**src/rtl/tick_pkg.sv**
```systemverilog
package tick_pkg;
  localparam int CNT_W  = 32;
  localparam int PER_W  = 28;
  localparam logic [CNT_W-1:0] CAP_WORD = 32'h0000_0001;

  typedef enum logic [1:0] {
    TM_OFF     = 2'b00,
    TM_RESTART = 2'b01,
    TM_STOP    = 2'b10,
    TM_CONT    = 2'b11
  } tmode_e;

  typedef enum logic [1:0] {
    SEL_COUNT = 2'd0,
    SEL_MODE  = 2'd1,
    SEL_CAP   = 2'd2,
    SEL_NONE  = 2'd3
  } rsel_e;

  typedef struct packed {
    tmode_e            mode;
    logic              ie;
    logic              pend;
    logic [PER_W-1:0]  period;
  } tmr_mode_t;

  // Low-bits compare of count against the period field.
  function automatic logic period_hit(input logic [CNT_W-1:0] cnt,
                                      input logic [PER_W-1:0] per);
    return cnt[PER_W-1:0] == per;
  endfunction

  // Pending flag after one clock, absent a register write.
  function automatic logic pend_next(input logic pend, input logic hit);
    return pend | hit;
  endfunction
endpackage

```
**src/rtl/tick_count.sv**
```systemverilog
module tick_count
  import tick_pkg::*;
#(
  parameter int W = CNT_W
) (
  input  logic         clk,
  input  logic         rst_n,
  input  logic         cnt_we,
  input  logic [W-1:0] wdata,
  input  tmode_e       mode,
  input  logic         hit,
  output logic [W-1:0] cnt_q
);
  localparam logic [W-1:0] ONE = W'(1);

  logic [W-1:0] cnt_d;

  always_comb begin
    cnt_d = cnt_q;
    if (cnt_we) begin
      cnt_d = wdata;
    end else begin
      unique case (mode)
        TM_OFF:     cnt_d = cnt_q;
        TM_RESTART: cnt_d = hit ? '0 : cnt_q + ONE;
        TM_STOP:    cnt_d = hit ? cnt_q : cnt_q + ONE;
        TM_CONT:    cnt_d = cnt_q + ONE;
        default:    cnt_d = cnt_q;
      endcase
    end
  end

  always_ff @(posedge clk) begin
    if (!rst_n) cnt_q <= '0;
    else        cnt_q <= cnt_d;
  end

  assert_cont_step_R2: assert property (@(posedge clk) disable iff (!rst_n)
    (!cnt_we && mode == TM_CONT) |=> cnt_q == $past(cnt_q) + ONE);
  assert_load_wins_R7: assert property (@(posedge clk) disable iff (!rst_n)
    cnt_we |=> cnt_q == $past(wdata));
  assert_restart_zero_R8: assert property (@(posedge clk) disable iff (!rst_n)
    (!cnt_we && mode == TM_RESTART && hit) |=> cnt_q == '0);
  assert_stop_hold_R9: assert property (@(posedge clk) disable iff (!rst_n)
    (!cnt_we && mode == TM_STOP && hit) |=> $stable(cnt_q));
  assert_off_hold_R10: assert property (@(posedge clk) disable iff (!rst_n)
    (!cnt_we && mode == TM_OFF) |=> $stable(cnt_q));
endmodule

```
**src/rtl/tick_mode.sv**
```systemverilog
module tick_mode
  import tick_pkg::*;
(
  input  logic        clk,
  input  logic        rst_n,
  input  logic        mode_we,
  input  logic [31:0] wdata,
  input  logic        hit,
  output tmr_mode_t   mode_q
);
  tmr_mode_t mode_d;

  always_comb begin
    mode_d = mode_q;
    if (mode_we) begin
      mode_d = tmr_mode_t'(wdata);
    end else begin
      mode_d.pend = pend_next(mode_q.pend, hit);
    end
  end

  always_ff @(posedge clk) begin
    if (!rst_n) mode_q <= '0;
    else        mode_q <= mode_d;
  end

  assert_pend_sets_R4: assert property (@(posedge clk) disable iff (!rst_n)
    (hit && !mode_we) |=> mode_q.pend);
  assert_pend_sticky_R4: assert property (@(posedge clk) disable iff (!rst_n)
    (mode_q.pend && !mode_we) |=> mode_q.pend);
  assert_write_clears_R6: assert property (@(posedge clk) disable iff (!rst_n)
    (mode_we && wdata == 32'hC000_0000) |=> (!mode_q.pend && !mode_q.ie));
endmodule

```
**src/rtl/tick_readmux.sv**
```systemverilog
module tick_readmux
  import tick_pkg::*;
#(
  parameter int W = CNT_W
) (
  input  rsel_e        sel,
  input  logic [W-1:0] cnt,
  input  tmr_mode_t    mode,
  output logic [W-1:0] rdata
);
  always_comb begin
    unique case (sel)
      SEL_COUNT: rdata = cnt;
      SEL_MODE:  rdata = W'(mode);
      SEL_CAP:   rdata = W'(CAP_WORD);
      default:   rdata = '0;
    endcase
  end
endmodule

```
**src/rtl/tick_timer.sv**
```systemverilog
module tick_timer
  import tick_pkg::*;
(
  input  logic        clk,
  input  logic        rst_n,
  input  logic [1:0]  reg_sel,
  input  logic        reg_we,
  input  logic [31:0] reg_wdata,
  output logic [31:0] reg_rdata,
  output logic        irq_o
);
  rsel_e      sel;
  logic       cnt_we;
  logic       mode_we;
  logic       hit;
  logic [CNT_W-1:0] cnt_q;
  tmr_mode_t  mode_q;

  assign sel     = rsel_e'(reg_sel);
  assign cnt_we  = reg_we && (sel == SEL_COUNT);
  assign mode_we = reg_we && (sel == SEL_MODE);
  assign hit     = (mode_q.mode != TM_OFF) && period_hit(cnt_q, mode_q.period);

  tick_count #(.W(CNT_W)) u_count (
    .clk(clk), .rst_n(rst_n), .cnt_we(cnt_we), .wdata(reg_wdata),
    .mode(mode_q.mode), .hit(hit), .cnt_q(cnt_q)
  );

  tick_mode u_mode (
    .clk(clk), .rst_n(rst_n), .mode_we(mode_we), .wdata(reg_wdata),
    .hit(hit), .mode_q(mode_q)
  );

  tick_readmux #(.W(CNT_W)) u_rd (
    .sel(sel), .cnt(cnt_q), .mode(mode_q), .rdata(reg_rdata)
  );

  assign irq_o = mode_q.pend & mode_q.ie;

  assert_irq_rises_R5: assert property (@(posedge clk) disable iff (!rst_n)
    (hit && mode_q.ie && !mode_we) |=> irq_o);
  assert_irq_needs_pend_R5: assert property (@(posedge clk) disable iff (!rst_n)
    (!mode_q.pend) |-> !irq_o);
  assert_cap_word_R11: assert property (@(posedge clk) disable iff (!rst_n)
    (sel == SEL_CAP) |-> reg_rdata == 32'h0000_0001);
  assert_hi_bits_ignored_R3: assert property (@(posedge clk) disable iff (!rst_n)
    (mode_q.mode != TM_OFF && !reg_we && cnt_q[27:0] == mode_q.period) |=> mode_q.pend);
endmodule

```
**config.mk**
```make
export PLATFORM = sky130hd
export DESIGN_NAME = tick_timer
export DESIGN_NICKNAME = d
export VERILOG_FILES = /design/src/rtl/tick_pkg.sv /design/src/rtl/tick_count.sv /design/src/rtl/tick_mode.sv /design/src/rtl/tick_readmux.sv /design/src/rtl/tick_timer.sv
export SDC_FILE = /design/constraint.sdc
export NUM_CORES = 1
export LEC_CHECK = 0
export ABC_AREA = 1
export BUFFER_PORTS_ARGS = -buffer_cell sky130_fd_sc_hd__buf_2
export CAP_MARGIN = 20
export CORE_AREA = 5 5 112 114
export CTS_BUF_LIST = sky130_fd_sc_hd__clkbuf_8
export CTS_CLUSTER_DIAMETER = 100
export DETAILED_ROUTE_END_ITERATION = 10
export DIE_AREA = 0 0 117 119
export SLEW_MARGIN = 20
export SYNTH_ARGS = -nofsm -noshare
export SYNTH_HDL_FRONTEND = slang
export SYNTH_SLANG_ARGS = --single-unit
```
**constraint.sdc**
```tcl
create_clock -name clk -period 2.05 [get_ports clk]
set_input_delay 0.1025 -clock clk [delete_from_list [all_inputs] [get_ports clk]]
set_output_delay 0.1025 -clock clk [all_outputs]
set_load 0.05 [all_outputs]
```
=== After elaboration in Yosys (flattened, before gate mapping) ===
Index checks and enable logic that the tools add are counted.

* $add $sub $neg: 1
* Multiply operators: 0
* Divide/modulo/power cells: 0
* Magnitude comparators: 0
* Equal/unequal tests: 8
* Shift-type cells: 0
* Muxes and demuxes: 6
* Bitwise operators: 2
* Reductions and logical operators: 7

{| class="wikitable"
|+ Operator list
! operator !! count
|-
| 32-bit one-hot mux with 3 select lines || 2
|-
| 32-bit 2-to-1 mux || 3
|-
| 32-bit by 1-bit adder with 32-bit output (second input constant) || 1
|-
| 28-bit == test || 1
|-
| 2-bit == test (second input constant) || 3
|-
| 2-bit by 1-bit == test with 1-bit output (second input constant) || 2
|-
| 2-bit zero test || 2
|-
| 1-bit logical AND || 3
|-
| 3-bit != test (second input constant) || 1
|-
| 2-bit != test (second input constant) || 1
|-
| 2-bit AND reduction || 1
|-
| 2-bit nonzero test || 1
|-
| 1-bit AND || 1
|-
| 1-bit 2-to-1 mux || 1
|-
| 1-bit bitwise OR || 1
|}

* Flip-flop bits (word level): 64
* Latch bits: 0
* Bits in writable memories: 0
* Memory bits (read-only): 0
* Input bits: 37
* Word-level logic and storage cells: 29
* Memories kept: 0

=== Depth between registers and ports, before layout ===
Gate-level depths: netlist of run 1.

* Depth in word-level cells: 5
* Mapped depth: 17
* Depth with buffers taken out: 15

=== Cells and area by module ===
A second synthesis of run 1 with hierarchy kept.

* Cells, all modules: 795
* Area, all modules: 4588.2 um2

{| class="wikitable"
|+ Modules (own cells, without submodules)
! module !! times used !! cells each !! area each (um2) !! sequential area each (um2)
|-
| tick_count || 1 || 393 || 2352.3 || 640.6
|-
| tick_mode || 1 || 142 || 1129.8 || 640.6
|-
| tick_timer || 1 || 151 || 591.8 || 0.0
|-
| tick_readmux || 1 || 109 || 514.2 || 0.0
|}

=== Worst setup path before layout of run 1 ===
No wires, ideal clock.

* Path type: register to register
* Start point: reg u_count.cnt_q[1]
* End point: reg u_count.cnt_q[30]
* Setup time: 0.128 ns
* Arrival: 1.597 ns
* Slack: 0.326 ns
* Cell stages (with the launch flop): 12
* Period minus slack after synthesis: 1.724 ns
* Path through: dfxtp_1 ha_1 inv_1 nor3_4 nand2_1 nor2_1 nand2_1 xor2_1 nand3_1 nor2_1 nor2_1 nor2_1

* Longest elaborated chain between the ends: 5
* Elaborated cells on any way between the ends: 9
* Those cells by class: 1 x add/sub; 2 x eq/ne; 4 x mux; 2 x reduce/logical

{| class="wikitable"
|+ Ends and longest elaborated chain
! what !! RTL line !! source
|-
| from (decl) || tick_count.sv:12 || <nowiki>output logic [W-1:0] cnt_q</nowiki>
|-
| from (signal assigned) || tick_count.sv:35 || <nowiki>else cnt_q <= cnt_d;</nowiki>
|-
| parallel branches: the longest is 5 deep, another holds 32-bit by 1-bit adder with 32-bit output || n/a ||
|}

Parallel ways; which one is timed is not known. The select of a mux whose other input is x is not followed.
A chain may end at the register's enable or synchronous reset.

=== Worst setup path after layout of run 1 ===
* Start point: reg u_count.cnt_q[12]
* End point: reg u_count.cnt_q[7]

* Longest elaborated chain between the ends: 5
* Elaborated cells on any way between the ends: 7
* Those cells by class: 2 x eq/ne; 3 x mux; 2 x reduce/logical

{| class="wikitable"
|+ Ends and longest elaborated chain
! what !! RTL line !! source
|-
| 28-bit == test * || tick_pkg.sv:30 || <nowiki>return cnt[PER_W-1:0] == per;</nowiki>
|-
| 1-bit logical AND * || tick_timer.sv:22 || <nowiki>assign hit = (mode_q.mode != TM_OFF) && period_hit(cnt_q, mode_q.period);</nowiki>
|-
| 32-bit 2-to-1 mux || tick_count.sv:25 || <nowiki>TM_RESTART: cnt_d = hit ? '0 : cnt_q + ONE;</nowiki>
|-
| 32-bit one-hot mux with 3 select lines || tick_count.sv:23 || <nowiki>unique case (mode)</nowiki>
|-
| 32-bit 2-to-1 mux || tick_count.sv:20 || <nowiki>if (cnt_we) begin</nowiki>
|}

Mark *: on every way between the ends. The rest lies on a longest branch, timed or not.

==> results.cfg, run 1 <==
[outcome]
status = finished, final reports clean

[placement]
portBuffers = 69
place_area_mm2 = 0.00508
place_inst = 962
place_congestion = 0.871
place_ws_ps = -177
place_hpwl_um = 10800

[logic_synthesis]
ys.flop_type = dfxtp_1
yosys.cell_types.count = 29
netlist_instances = 755
ys_seq_elements = 64
yosysTopAreaCell = dfxtp_1
syn-cell-area_mm2 = 0.00446
syn_nets = 793
ys_top_cells_by_area = dfxtp_1, nand2_1, nor2_1
yosysTopAreaCellShare = 0.288
yosysSeqAreaShare = 0.288
async_flop_share = 0
synth_edf_count = 0
synth_area_per_cell_um2 = 5.90
synth_warnings = 0

[floorplanning]
die_area_mm2 = 0.0139
ios = 70
die_h_um = 119
fp.dieW_um = 117
initial_core_util = 0.394
rows = 39
coreArea_mm2 = 0.0113

[min_path]
hold_start = reg_wdata[19]
hold_class = input port to flop
min_path_cells = 3
min_to = u_mode.mode_q[19]

[global_route]
grt_pass1_wl_um = 24100
grt_pass1_vias = 4741
grt.total_usage = 0.216
antenna_found_initial = 0
grt_remaining_overflow = 0
grt_max_degree = 65

[route]
drt_wl_total_um = 14600
drc = 0
final_antenna_net_count = 0
drt-wirelength-per-cell_um = 14.9
vias_per_cell = 5.06
drt_first_pass_iters = 5
vias = 4953
dr.first_iter.drc_count = 320

[clock_network]
clkTransAtPathRegs_ps = 70
htreeDepth = 3
cts_max_path_buffers = 2
cts_sinks = 64
clkLatencyLatePin_ps = 350
tritoncts = done
numCtsBuffers = 9
root_buffer = clkbuf_8
hold_buffers = 0

[worst_setup_path]
worst-path-max-fanout = 16
r2r_slack_ps = 160
start_kind = flop
timing.rr.start = u_count.cnt_q[12]
critical_path_buf_inv_count = 2
cp_slowest_cell = dfxtp_1
crit_arrival_ps = 2120
crit_family = simple AND/OR/NAND/NOR gates
path_cells = inv_2, nand2_1, nand2_1, nor2_1, nand2_1, nor2_2, nand2_1, o21ai_1, nand2_1, nand2_4, buf_12, nor2_1, nor2_1, nor2_1
critPathMaxStageDelay_ps = 440
r2r_end = u_count.cnt_q[7]
rr_worst_depth = 14
crit_top_cell = nand2_1
cp.required_ps = 2280
crit_type = flop to flop
end_kind = flop

[sta]
fin_crit_sh = 0.923
fmax_ghz = 0.529
slew_headroom = 0.604
finalHoldViolations = 0
tightestPinTransition_ps = 595
holdWs_ps = 45.4
fin_ws_ps = 158
setup_viol = 0
clock-skew-final_ps = 6.91
rsz0062_at_grt = no
finalCriticalPeriod_ps = 1890
finalMaxSlewViolations = 0

[pwr]
p_int_w = 0.00207
leakage_nw = 2.40
total_power_w = 0.00309
p_comb_frac = 0.233
seq_power_share = 0.441
max-vdd-ir-drop_v = 0.000335
netSwitchingFraction = 0.330
powerDensity_mw_per_mm2 = 575
clockPowerShare = 0.326
netSwitchingPower_w = 0.00102

[finish]
insertedDiodeCount = 0
drive_gt1_frac = 0.199
synthToLayoutAreaGrowth_pct = 20.6
finalInstanceArea_mm2 = 0.00537
instances_no_fill = 978
fill_cells = 1210
fin_nets = 870
final_common_cell = nand2_1
final_cell_mix = nand2_1, nor2_1, inv_1, buf_2, dfxtp_1

[flow_run]
max_cap_violations = 0
[cells by family (layout without fill, tap and decap cells)]
family          after synthesis  after routing  share of synthesized area
simple gates                421            421                      0.390
xor+xnor                     41             41                     0.0806
compound gates               98             98                      0.119
buf+inv                     130            210                      0.120
fa+ha+maj                     1              1                    0.00281
flops                        64             64                      0.288
[worst min-delay path, cell delays in order]
cell and delay, ps:
buf_2 80, o21ai_0 70, a21oi_1 100
[how the worst max path moves through the flow]
| stage | end | startpoint | cells after the start | slack, ps |
|---|---|---|---|---|
| 2_1_floorplan | u_count.cnt_q[30] | u_count.cnt_q[1] | 11 | 330 |
| 3_3_place_gp | u_count.cnt_q[18] | u_count.cnt_q[11] | 9 | -180 |
| 3_5_place_dp | u_count.cnt_q[18] | u_count.cnt_q[11] | 9 | -180 |
| 4_1_cts | u_count.cnt_q[24] | u_count.cnt_q[0] | 11 | -5 |
| 5_1_grt | u_count.cnt_q[24] | u_count.cnt_q[0] | 11 | 0.6 |
| 6_report | u_count.cnt_q[7] | u_count.cnt_q[12] | 14 | 160 |
[cell usage after synthesis (5+ instances only)]
| library cell | count |
|---|---|
| inv_1 | 79 |
| buf_6 | 5 |
| clkbuf_1 | 22 |
| nand4_1 | 8 |
| a21oi_1 | 33 |
| o21ai_0 | 33 |
| nand2_1 | 199 |
| nand3_1 | 51 |
| o22ai_1 | 30 |
| inv_2 | 12 |
| nor3_1 | 16 |
| dfxtp_1 | 64 |
| xor2_1 | 29 |
| nor2_1 | 138 |
| xnor2_1 | 12 |
[state kept, by name (all words and copies together) (netlist names)]
signal and cells:
u_count.cnt_q 32, u_mode.mode_q 32
[metal layers]
| layer | routed length, um | share of wire | global-route usage |
|---|---|---|---|
| met4 | 217 | 0.015 | 0.0538 |
| met2 | 6650 | 0.46 | 0.344 |
| met3 | 755 | 0.052 | 0.0355 |
| met5 | 0 | 0 | 0 |
| met1 | 6930 | 0.48 | 0.304 |
[power by group through the flow]
stage | clock (W) | combinational, W | sequential [W]
2_1_floorplan | 0 | 0.000494 | 0.00137
3_3_place_gp | 0 | 0.000700 | 0.00138
3_5_place_dp | 0 | 0.000708 | 0.00139
4_1_cts | 0.00103 | 0.000712 | 0.00136
5_1_grt | 0.00109 | 0.000802 | 0.00137
6_report | 0.00101 | 0.000721 | 0.00136
[repair_timing]
item,4_1_cts,5_1_grt
pin swaps,1,2
setup buffers,2,0
endpoints found under the setup margin,4,32
gates resized for setup,5,29
[cell type report]
type                    count  area (um^2)  area share
well taps                 143          179      0.0333
flip-flops and latches     64         1300       0.242
inverters                  94          353      0.0657
repair buffers            102          643       0.120
clock inverters             2         7.51     0.00140
multi-input cells         561         2730       0.507
clock buffers              12          165      0.0307
[per-stage QoR]
step           TNS, ps   util
3_3_place_gp      -258  0.449
5_1_grt              0  0.475
2_1_floorplan        0      -
6_report             0  0.475
3_5_place_dp      -251  0.449
4_1_cts          -4.73  0.468
Note: power is estimated with default switching activity, not from simulation.
==> run 2, diff against run 1 <==
==> constraint.sdc (replaced) <==
create_clock -name clk -period 2.05 [get_ports clk]
set_input_delay 0 -clock clk [delete_from_list [all_inputs] [get_ports clk]]
set_output_delay 0 -clock clk [all_outputs]
set_load 0.05 [all_outputs]
==> results.cfg, run 2 (same netlist as run 1, synthesis figures left out) <==
[route]
drc = 0
final_antenna_net_count = 0
drt_wl_total_um = 14600
drt-wirelength-per-cell_um = 14.4
vias = 5074
vias_per_cell = 5.00
dr.first_iter.drc_count = 282
drt_first_pass_iters = 5

[placement]
place_inst = 966
place_hpwl_um = 11100
portBuffers = 69
place_congestion = 0.939
place_area_mm2 = 0.00514

[clock_network]
htreeDepth = 3
cts_max_path_buffers = 2
cts_sinks = 64
root_buffer = clkbuf_8
numCtsBuffers = 9
clkLatencyLatePin_ps = 370
clkTransAtPathRegs_ps = 70
tritoncts = done

[global_route]
grt_pass1_vias = 4920
grt_remaining_overflow = 0
antenna_found_initial = 0
grt.total_usage = 0.219
grt_max_degree = 34
grt_pass1_wl_um = 24200

[pwr]
max-vdd-ir-drop_v = 0.000307
powerDensity_mw_per_mm2 = 564
leakage_nw = 2.55

[worst_setup_path]
crit_arrival_ps = 2140
end_kind = flop
start_kind = flop
r2r_end = u_count.cnt_q[28]
crit_type = flop to flop
worst-path-max-fanout = 7
timing.rr.start = u_count.cnt_q[1]
crit_end = u_count.cnt_q[28]
crit_start = u_count.cnt_q[1]
rr_worst_depth = 12
cp.required_ps = 2300
r2r_slack_ps = 160

[floorplanning]
die_h_um = 119
ios = 70
coreArea_mm2 = 0.0113
rows = 39
die_area_mm2 = 0.0139
fp.dieW_um = 117
initial_core_util = 0.394

[finish]
ff_latch_area_mm2 = 0.00131
drive_gt1_frac = 0.200
final_common_cell = nand2_1
final_cell_mix = nand2_1, nor2_1, inv_1, buf_2, nand3_1
multiInputGateArea_mm2 = 0.00270
top_regs = u_count.cnt_q x32, u_mode.mode_q x32
finalInstanceArea_mm2 = 0.00575
fill_cells = 1177
fin_nets = 906
instances_no_fill = 1015
synthToLayoutAreaGrowth_pct = 29.0
insertedDiodeCount = 0

[sta]
rsz0062_at_grt = no
fmax_ghz = 0.529
finalMaxSlewViolations = 0
finalHoldViolations = 0
finalCriticalPeriod_ps = 1890
fin_crit_sh = 0.922
setup-tns-final_ps = 0
slew_headroom = 0.602
tightestPinTransition_ps = 595
clock-skew-final_ps = 12.1
setup_viol = 0

[min_path]
hold_start = rst_n
hold_class = input port to flop

[outcome]
status = finished, final reports clean

[flow_run]
max_cap_violations = 0
[run 2: cell types whose count changed in the layout (fill, tap and decap cells not counted), sizes merged]
| cell | delta |
|---|---|
| bufinv | +1 |
| clkinv | +1 |
| clkbuf | -2 |
| clkinvlp | +1 |
| dlygate4sd3 | +32 |
| buf | +4 |
[run 2: final cells by class]
| class | count | area share |
|---|---|---|
| Clock inverter | 5 | 0.00871 |
| Multi-Input combinational cell | 561 | 0.470 |
| Inverter | 94 | 0.0614 |
| Tap cell | 143 | 0.0311 |
| Clock buffer | 10 | 0.0240 |
| Timing Repair Buffer | 138 | 0.177 |
| Sequential cell | 64 | 0.228 |
[run 2: what timing repair did]
action,4_1_cts,5_1_grt
endpoints found under the setup margin,1,32
pin swaps,0,4
hold buffers,32,0
hold endpoints to repair,64,0
resized for setup,1,36
buffers inserted,0,2
[run 2: worst min path at each step]
stage | slack, ps | to | depth (start not counted)
2_1_floorplan | 140 | u_mode.mode_q[28] | 2
3_3_place_gp | 290 | u_mode.mode_q[1] | 3
3_5_place_dp | 300 | u_mode.mode_q[8] | 3
4_1_cts | 7 | u_mode.mode_q[31] | 3
5_1_grt | 40 | u_mode.mode_q[31] | 3
6_report | 30 | u_mode.mode_q[31] | 3
[run 2: per-layer routing]
metal / vias up / GRT usage / part of all wire
li1: 2598 / - / -
met1: 2316 / 0.294 / 0.47
met4: 0 / 0.0631 / 0.011
met2: 146 / 0.352 / 0.46
met5: - / 0 / 0
met3: 14 / 0.0451 / 0.056
[run 2: critical path: stages, from the launching register on]
cell	delay (ps)
dfxtp_4	390
ha_1	200
inv_2	80
nor3_4	240
buf_4	160
inv_1	60
nor2_2	150
nand2_1	90
xor2_1	150
nand3_1	90
nor2_1	40
nor2_1	90
nor2_1	50
[run 2: power breakdown]
part           total (W)  switching [W]  internal, W
Clock            0.00110       0.000523     0.000577
Combinational   0.000780       0.000483     0.000297
Sequential       0.00136      0.0000566      0.00131
Total            0.00324        0.00106      0.00218
[run 2: metrics by stage]
step	worst slack, ps	power [W]	hold WS [ps]	utilization
finish	161	0.00324	28.7	0.508
global placement	-18.0	0.00210	292	0.454
CTS	11.0	0.00326	7.46	0.499
floorplan	326	0.00187	138	-
detailed placement	0.0451	0.00211	304	0.454
global route	1.22	0.00343	40.5	0.508
==> run 3, diff against run 2 <==
--- a/config.mk
+++ b/config.mk
@@ -8,11 +8,12 @@
 export ABC_AREA = 1
 export BUFFER_PORTS_ARGS = -buffer_cell sky130_fd_sc_hd__buf_2
 export CAP_MARGIN = 20
-export CORE_AREA = 5 5 112 114
+export CORE_AREA = 5 5 93 95
 export CTS_BUF_LIST = sky130_fd_sc_hd__clkbuf_8
 export CTS_CLUSTER_DIAMETER = 100
 export DETAILED_ROUTE_END_ITERATION = 10
-export DIE_AREA = 0 0 117 119
+export DIE_AREA = 0 0 98 100
+export PLACE_DENSITY = 0.82
 export SLEW_MARGIN = 20
 export SYNTH_ARGS = -nofsm -noshare
 export SYNTH_HDL_FRONTEND = slang
==> constraint.sdc (replaced) <==
create_clock -name clk -period 2.05 [get_ports clk]
set_input_delay 0.205 -clock clk [delete_from_list [all_inputs] [get_ports clk]]
set_output_delay 0.205 -clock clk [all_outputs]
set_load 0.05 [all_outputs]
==> results.cfg, run 3 (same netlist as run 1, synthesis figures left out) <==
[route]
drt_first_pass_iters = 5
final_antenna_net_count = 0
drt_wl_total_um = 13600
drt-wirelength-per-cell_um = 14.6
drc = 0
vias_per_cell = 5.51
dr.first_iter.drc_count = 353
vias = 5127

[finish]
fin_nets = 863
final_common_cell = nand2_1
instances_no_fill = 931
synthToLayoutAreaGrowth_pct = 18.0
finalInstanceArea_mm2 = 0.00526
final_cell_mix = nand2_1, nor2_1, inv_1, buf_2, dfxtp_1
fin_util = 0.687
drive_gt1_frac = 0.189
top_regs = u_count.cnt_q x32, u_mode.mode_q x32
insertedDiodeCount = 0

[worst_setup_path]
path_cells = ha_2, inv_1, nor3_4, nand2_1, nor2_1, nand2_1, xor2_1, nand3_1, nor2_1, nor2_1, nor2_1
cp_slowest_cell = dfxtp_4
cp.required_ps = 2270
start_kind = flop
crit_top_cell = nor2_1
end_kind = flop
worst-path-max-fanout = 7
critPathMaxStageDelay_ps = 390
crit_type = flop to flop
crit_arrival_ps = 2150

[clock_network]
clkLatencyLatePin_ps = 350
root_buffer = clkbuf_8
numCtsBuffers = 9
htreeDepth = 3
tritoncts = done
cts_sinks = 64
clkTransAtPathRegs_ps = 70
cts_max_path_buffers = 2
hold_buffers = 0

[floorplanning]
ios = 70
die_area_mm2 = 0.00980
die_h_um = 100
initial_core_util = 0.583
coreArea_mm2 = 0.00765
fp.dieW_um = 98
rows = 32

[sta]
fin_crit_sh = 0.942
setup_viol = 0
fmax_ghz = 0.518
slew_headroom = 0.723
tightestPinTransition_ps = 416
finalHoldViolations = 0
clock-skew-final_ps = 7.12
finalCriticalPeriod_ps = 1930
holdWs_ps = 151
finalMaxSlewViolations = 0

[outcome]
status = finished, final reports clean

[global_route]
grt_pass1_wl_um = 22300
grt.total_usage = 0.277
grt_remaining_overflow = 0
antenna_found_initial = 0
grt_pass1_vias = 4742
grt_max_degree = 33

[placement]
place_inst = 913
place_hpwl_um = 10100
portBuffers = 69
place_area_mm2 = 0.00497
place_congestion = 0.949

[pwr]
max-vdd-ir-drop_v = 0.000415
powerDensity_mw_per_mm2 = 584
leakage_nw = 2.34
total_power_w = 0.00307

[min_path]
hold_class = input port to flop

[flow_run]
max_cap_violations = 0
## run 3: layout make-up
type                    count  area (um^2)
clock inverters             4         21.3
clock buffers              11          151
inverters                  94          353
flip-flops and latches     64         1300
well taps                 102          128
multi-input cells         561         2710
fillers                   665         2390
repair buffers             95          591
## run 3: path summary, 6_finish.rpt
kind / depth (start not counted) / to / slack (ps) / startpoint
hold reg to reg: 2 / u_mode.mode_q[29] / 480 / u_mode.mode_q[29]
hold / removal: 3 / u_mode.mode_q[8] / 150 / reg_wdata[8]
setup / recovery: 11 / u_count.cnt_q[30] / 120 / u_count.cnt_q[1]
setup reg to reg: 11 / u_count.cnt_q[30] / 120 / u_count.cnt_q[1]
## run 3: per-layer routing
layer  vias to the layer above  global-route usage  part of all wire
met3                        36              0.0514             0.091
met1                      2301               0.366              0.43
met4                         0               0.112             0.025
met5                         -                   0                 0
li1                       2527                   -                 -
met2                       263               0.448              0.46
## run 3: what timing repair did
item / 4_1_cts / 5_1_grt
endpoints found under the setup margin: 3 / 32
buffers inserted: 2 / 1
pin swaps: 1 / 1
gates resized for setup: 2 / 30
## run 3: report_power, final
part,internal (W),switching [W]
clock network,0.000490,0.000499
logic,0.000243,0.000474
registers,0.00130,0.0000613
## run 3: stage by stage
stage          TNS [ps]  setup slack [ps]
5_1_grt            -296             -70.1
3_5_place_dp      -66.6             -61.5
3_3_place_gp      -19.1             -19.1
4_1_cts               0              12.7
2_1_floorplan         0               326
6_report              0               119
## run 3: critical path: cells and delay by family (launching register included)
kind          cells  cell delay [ps]
flops             1              390
simple gates      8              950
xor+xnor          1              160
buf+inv           1              110
fa+ha+maj         1              200
